## src/rtl/rxq_pkg.sv

```systemverilog
package rxq_pkg;

    typedef struct packed {
        logic [7:0] data;
        logic       last;
    } rxq_entry_t;

    typedef enum logic [1:0] {
        LANES_NONE,
        LANES_LO,
        LANES_HI,
        LANES_BOTH
    } rxq_lanes_t;

endpackage

```

## src/rtl/rxq_store.sv

```systemverilog
module rxq_store
    import rxq_pkg::*;
#(
    parameter int DEPTH = 128,
    localparam int AW   = $clog2(DEPTH)
) (
    input  logic          clk,
    input  logic          wr_en,
    input  logic [AW-1:0] wr_addr,
    input  rxq_entry_t    wr_entry,
    input  logic [AW-1:0] rd_addr,
    output rxq_entry_t    rd_first,
    output rxq_entry_t    rd_second
);

    rxq_entry_t mem [DEPTH];

    always_ff @(posedge clk) begin
        if (wr_en) begin
            mem[wr_addr] <= wr_entry;
        end
    end

    // The pointer wraps naturally because the depth is a power of two.
    assign rd_first  = mem[rd_addr];
    assign rd_second = mem[rd_addr + AW'(1)];

endmodule

```

## src/rtl/rxq_lane.sv

```systemverilog
module rxq_lane
    import rxq_pkg::*;
#(
    parameter int CW = 8
) (
    input  rxq_entry_t    first,
    input  rxq_entry_t    second,
    input  logic [CW-1:0] occ,
    input  logic [1:0]    be_n,
    input  logic          swap,
    input  logic          grant,
    output logic [15:0]   data,
    output logic [1:0]    take,
    output logic          eof,
    output logic          ack
);

    rxq_lanes_t lanes;
    logic       two_ok;
    logic [7:0] hi_byte;

    always_comb begin
        unique case (be_n)
            2'b00:   lanes = LANES_BOTH;
            2'b10:   lanes = LANES_LO;
            2'b01:   lanes = LANES_HI;
            default: lanes = LANES_NONE;
        endcase
    end

    always_comb begin
        two_ok  = !first.last && (occ >= CW'(2));
        hi_byte = two_ok ? second.data : 8'h00;
        ack     = grant && (lanes != LANES_NONE);
        data    = 16'h0000;
        take    = 2'd0;
        eof     = 1'b0;
        if (ack) begin
            unique case (lanes)
                LANES_LO: begin
                    data = {8'h00, first.data};
                    take = 2'd1;
                    eof  = first.last;
                end
                LANES_HI: begin
                    data = {first.data, 8'h00};
                    take = 2'd1;
                    eof  = first.last;
                end
                default: begin
                    data = swap ? {first.data, hi_byte} : {hi_byte, first.data};
                    take = two_ok ? 2'd2 : 2'd1;
                    eof  = two_ok ? second.last : first.last;
                end
            endcase
        end
    end

endmodule

```

## src/rtl/rxq_gate.sv

```systemverilog
module rxq_gate #(
    parameter int CW        = 8,
    parameter int THRESH_HI = 64,
    parameter int THRESH_LO = 12
) (
    input  logic          clk,
    input  logic          rst,
    input  logic          lowlat,
    input  logic [CW-1:0] occ_d,
    input  logic [CW-1:0] frames_d,
    output logic          req_q,
    output logic          open_q
);

    typedef struct packed {
        logic req;
        logic open;
    } gate_t;

    gate_t         g_d, g_q;
    logic [CW-1:0] level;

    always_comb begin
        level     = lowlat ? CW'(THRESH_LO) : CW'(THRESH_HI);
        g_d.req   = (occ_d >= level) || (frames_d != '0);
        if (g_d.req) begin
            g_d.open = 1'b1;
        end else if (occ_d == '0) begin
            g_d.open = 1'b0;
        end else begin
            g_d.open = g_q.open;
        end
    end

    always_ff @(posedge clk) begin
        if (rst) begin
            g_q <= '0;
        end else begin
            g_q <= g_d;
        end
    end

    assign req_q  = g_q.req;
    assign open_q = g_q.open;

endmodule

```

## src/rtl/rxq_read_port.sv

```systemverilog
module rxq_read_port
    import rxq_pkg::*;
#(
    parameter int DEPTH     = 128,
    parameter int THRESH_HI = 64,
    parameter int THRESH_LO = 12
) (
    input  logic        clk,
    input  logic        rst,
    input  logic        wr_valid,
    input  logic [7:0]  wr_byte,
    input  logic        wr_last,
    input  logic        acc_valid,
    input  logic        acc_write,
    input  logic [1:0]  be_n,
    input  logic        cfg_swap,
    input  logic        cfg_lowlat,
    output logic [15:0] rd_data,
    output logic        rd_ack,
    output logic        rd_eof,
    output logic        rd_req
);

    localparam int AW = $clog2(DEPTH);
    localparam int CW = $clog2(DEPTH + 1);

    typedef struct packed {
        logic [AW-1:0] wr_ptr;
        logic [AW-1:0] rd_ptr;
        logic [CW-1:0] occ;
        logic [CW-1:0] frames;
        logic [15:0]   data;
        logic          ack;
        logic          eof;
    } state_t;

    state_t        st_d, st_q;
    rxq_entry_t    ent_first, ent_second, ent_in;
    logic          push_ok, grant, gate_open;
    logic [15:0]   lane_data;
    logic [1:0]    lane_take;
    logic          lane_eof, lane_ack;
    logic [CW-1:0] occ_now;

    assign ent_in  = '{data: wr_byte, last: wr_last};
    assign push_ok = wr_valid && (st_q.occ < CW'(DEPTH));
    assign grant   = acc_valid && !acc_write && gate_open;
    assign occ_now = st_q.occ;

    rxq_store #(.DEPTH(DEPTH)) u_store (
        .clk       (clk),
        .wr_en     (push_ok),
        .wr_addr   (st_q.wr_ptr),
        .wr_entry  (ent_in),
        .rd_addr   (st_q.rd_ptr),
        .rd_first  (ent_first),
        .rd_second (ent_second)
    );

    rxq_lane #(.CW(CW)) u_lane (
        .first  (ent_first),
        .second (ent_second),
        .occ    (st_q.occ),
        .be_n   (be_n),
        .swap   (cfg_swap),
        .grant  (grant),
        .data   (lane_data),
        .take   (lane_take),
        .eof    (lane_eof),
        .ack    (lane_ack)
    );

    always_comb begin
        st_d        = st_q;
        st_d.wr_ptr = st_q.wr_ptr + AW'(push_ok);
        st_d.rd_ptr = st_q.rd_ptr + AW'(lane_take);
        st_d.occ    = st_q.occ + CW'(push_ok) - CW'(lane_take);
        st_d.frames = st_q.frames + CW'(push_ok && wr_last) - CW'(lane_ack && lane_eof);
        st_d.data   = lane_data;
        st_d.ack    = lane_ack;
        st_d.eof    = lane_eof;
    end

    always_ff @(posedge clk) begin
        if (rst) begin
            st_q <= '0;
        end else begin
            st_q <= st_d;
        end
    end

    rxq_gate #(
        .CW        (CW),
        .THRESH_HI (THRESH_HI),
        .THRESH_LO (THRESH_LO)
    ) u_gate (
        .clk      (clk),
        .rst      (rst),
        .lowlat   (cfg_lowlat),
        .occ_d    (st_d.occ),
        .frames_d (st_d.frames),
        .req_q    (rd_req),
        .open_q   (gate_open)
    );

    assign rd_data = st_q.data;
    assign rd_ack  = st_q.ack;
    assign rd_eof  = st_q.eof;

endmodule

```

## config.mk

```make
export PLATFORM = sky130hd
export DESIGN_NAME = rxq_read_port
export DESIGN_NICKNAME = d
export VERILOG_FILES = /design/src/rtl/rxq_pkg.sv /design/src/rtl/rxq_store.sv /design/src/rtl/rxq_lane.sv /design/src/rtl/rxq_gate.sv /design/src/rtl/rxq_read_port.sv
export SDC_FILE = /design/constraint.sdc
export NUM_CORES = 2
export LEC_CHECK = 0
export ABC_AREA = 1
export BUFFER_PORTS_ARGS = -buffer_cell sky130_fd_sc_hd__buf_2
export CAP_MARGIN = 30
export CORE_MARGIN = 2
export CORE_UTILIZATION = 35
export CTS_CLUSTER_SIZE = 8
export DETAILED_ROUTE_END_ITERATION = 7
export HOLD_SLACK_MARGIN = 0.06
export SLEW_MARGIN = 25
export SYNTH_ARGS = -nofsm -noshare
export SYNTH_HDL_FRONTEND = slang
export SYNTH_SLANG_ARGS = --single-unit
```

## constraint.sdc

```tcl
create_clock -name clk -period 7.2 [get_ports clk]
set_clock_uncertainty 0.15 [all_clocks]
set_input_delay 1.44 -clock clk [delete_from_list [all_inputs] [get_ports clk]]
set_output_delay 1.44 -clock clk [all_outputs]
set_load 0.05 [all_outputs]
```

==> impl_metrics.toml <==
[run_status]
status = "finished, final reports clean"

[route]
wl_per_cell_um = 23.8
routed-wl-met2_mm = 92.6
routed_wl_mm = 207
vias = 49900
wl_met1_mm = 81.8
routed.top_layer = "met5"
ant_nets = 0
drt_first_pass_iters = 7
wl_met3_mm = 21.0
drc = 0
drt_iter0_drc = 7228
avgViaCountPerCell = 5.75

[power]
ir_drop_mv = 0.272
p_leak_uw = 0.0235
pwr-share-clk = 0.404
sequentialPowerShare = 0.430
power_density_mw_per_mm2 = 268
comb_power_share = 0.166
switching_share = 0.290
power.switching_uw = 5250
p_int_uw = 12900

[synth]
yosysMostFrequentCell = "nand2_1"
yosysWarnings = 0
synth_top_area_frac = 0.575
post_synth_num_cell_types = 38
synth_edf_count = 1152
syn_inst = 6410
ys_top_cells_by_count = "1183 x nand2_1, 1152 x edfxtp_1, 1137 x nand3_1, 601 x o21ai_0, 512 x nor2_1"
synth_flop_cell = "edfxtp_1"
syn_nets = 6467
synth_area_per_cell_sq_um = 9.39
synth.area.top_cells = "edfxtp_1 57%, nand3_1 9.5%, nand2_1 7.4%, o21ai_0 5.0%, o211ai_1 4.0%"
postSynth.asyncResetShare = 0
synth_area_sq_mm = 0.0602
seq_area_frac_synth = 0.591
yosysTopAreaCell = "edfxtp_1"
synth_seq_cells = 1202

[clock_network]
cts_hold_buf = 0
postCtsResizedCells = 0
htreeDepth = 4
cts_buffer_depth = 3
cts-root-buf = "clkbuf_16"
cts_setup_buffers = 0
clk_pin_slew_worst_paths_ns = 0.05
cts_sinks = 1202
numCtsBuffers = 169
cts_tree = "done"
insertion_delay_ns = 0.83

[grt]
grt_pass1_vias = 45900
grt_max_degree = 141
grt_pass1_wl_mm = 301
antenna_found_initial = 4
globalRouteTotalUtil = 0.230
grt-ovfl-total = 0

[sta]
setup_tns_ns = 0
hold_slack_ns = 0.335
period_minus_slack_ns = 6.32
tightest_slew_ns = 1.06
setup_viol = 0
rsz0062_at_grt = "no"
finalCritPeriodShare = 0.878
fmax_mhz = 158
slew_headroom = 0.291
setup_slack_ns = 0.876
finalHoldViolations = 0
final_max_slew_viol_count = 0

[placed_design]
pre_cts_ws_ns = 0.964
place_congestion = 0.946
dp_hpwl_mm = 129
port_buffers = 36

[final_layout]
nNetsFinal = 6371
n_antenna_cell = 0
drive_above_1_share = 0.0776
areaGrowthSynthToFinish_pct = 12.4

[floorplanning]
fp.dieW_um = 419
core_sq_mm = 0.171
initial_core_util = 0.351
io_pins = 37
die-area_sq_mm = 0.175
rows = 152
die_y_um = 419

[worst_setup_path]
cp.depth = 31
critical_path.top_delay_family = "simple AND/OR/NAND/NOR gates"
crit_arrival_ns = 6.88
slowest_delay_ns = 0.73
slowest_stage = "buf_4"
path_common_cell = "nor2_1"
rrSetupSlack_ns = 0.88
critPathKind = "flop to flop"
worstPathMaxFanout = 59
r2r_end = "u_gate.open_q"
crit_path_start = "u_store.rd_addr[1]"
critPathBufInv = 5
r2r_start = "u_store.rd_addr[1]"
reg2regPathDepth = 31
cp-start-kind = "flop"
cp-endpoint = "u_gate.open_q"
end_kind = "flop"
cp.required_ns = 7.76

[job]
maxCapViolCount = 0

[min_path]
hold_path.class = "flop to flop"
==> cell type report <==
type	instances	area, sq um
Sequential cell	1202	35600
Tap cell	2310	2890
Inverter	406	1550
Fill cell	16500	104000
Clock inverter	17	315
Clock buffer	216	4430
Timing Repair Buffer	243	1910
Multi-Input combinational cell	4292	21000
==> power groups by stage <==
stage	combinational, uW	sequential (uW)	clock (uW)
2_1_floorplan	2020	7900	0
3_3_place_gp	2930	7920	0
3_5_place_dp	2950	7920	0
4_1_cts	2970	7790	7390
5_1_grt	3300	7790	7660
6_report	3010	7790	7330
==> cell families (layout without fill, tap and decap cells) <==
logic type      count (synthesis)  in the layout  synth area share
buf+inv                       916            882            0.0634
simple gates                 2852           2852             0.202
flops                        1202           1202             0.591
compound gates               1382           1382             0.132
xor+xnor                       19             19           0.00326
fa+ha+maj                      39             39           0.00848
==> state kept, by name (all words and copies together) (netlist names) <==
signal	flops
u_store.mem	1152
rd_data	16
st_q	15
occ_now	8
u_store.rd_addr	7
rd_ack	1
rd_eof	1
u_gate.open_q	1
u_gate.req_q	1
==> worst reg2reg max path: cells and delay by family (launching register included) <==
family | cells | cell delay [ns]
buffers and inverters | 5 | 1.09
AO/OA/AOI/OAI | 6 | 1.00
AND/OR/NAND/NOR | 15 | 2.04
XOR/XNOR | 1 | 0.12
adder cells (fa/ha/maj) | 4 | 1.07
flip-flops | 1 | 0.70
==> worst min path at each step <==
| stage | cells past startpoint | endpoint | startpoint |
|---|---|---|---|
| 2_1_floorplan | 2 | u_gate.open_q | u_gate.open_q |
| 3_3_place_gp | 2 | u_gate.open_q | u_gate.open_q |
| 3_5_place_dp | 2 | u_gate.open_q | u_gate.open_q |
| 4_1_cts | 2 | u_gate.open_q | u_gate.open_q |
| 5_1_grt | 2 | u_gate.open_q | u_gate.open_q |
| 6_report | 2 | u_gate.open_q | u_gate.open_q |
==> routing by layer <==
metal,vias to the layer above,global-route usage
met2,2970,0.354
met3,550,0.0445
met1,23900,0.305
met5,-,0.00695
met4,6,0.121
li1,22500,-
==> cells in the final DEF (no fill, tap or decap), drive strengths merged, types with 20 or more instances in the layout <==
cell    Yosys  routed
o21ai     602     602
nor2      513     513
a21oi     363     363
edfxtp   1152    1152
nand3    1137    1137
o211ai    321     321
dfxtp      50      50
clkbuf    221     219
inv       401     403
nand2    1184    1184
a22oi      42      42
ha         36      36
clkinv      5      20
o22ai      39      39
buf       289     240
==> per-stage QoR <==
| step | total power [uW] | area (sq um) | util | std cells |
|---|---|---|---|---|
| 4_1_cts | 18100 | 67500 | 0.394 | 8672 |
| 6_report | 18100 | 67700 | 0.395 | 8686 |
| 5_1_grt | 18700 | 67700 | 0.395 | 8686 |
| 3_3_place_gp | 10800 | 62400 | 0.364 | 8397 |
| 2_1_floorplan | 9920 | 60200 | - | 6410 |
| 3_5_place_dp | 10900 | 62800 | 0.366 | 8439 |
No activity file was read; power rests on OpenSTA's default activity.
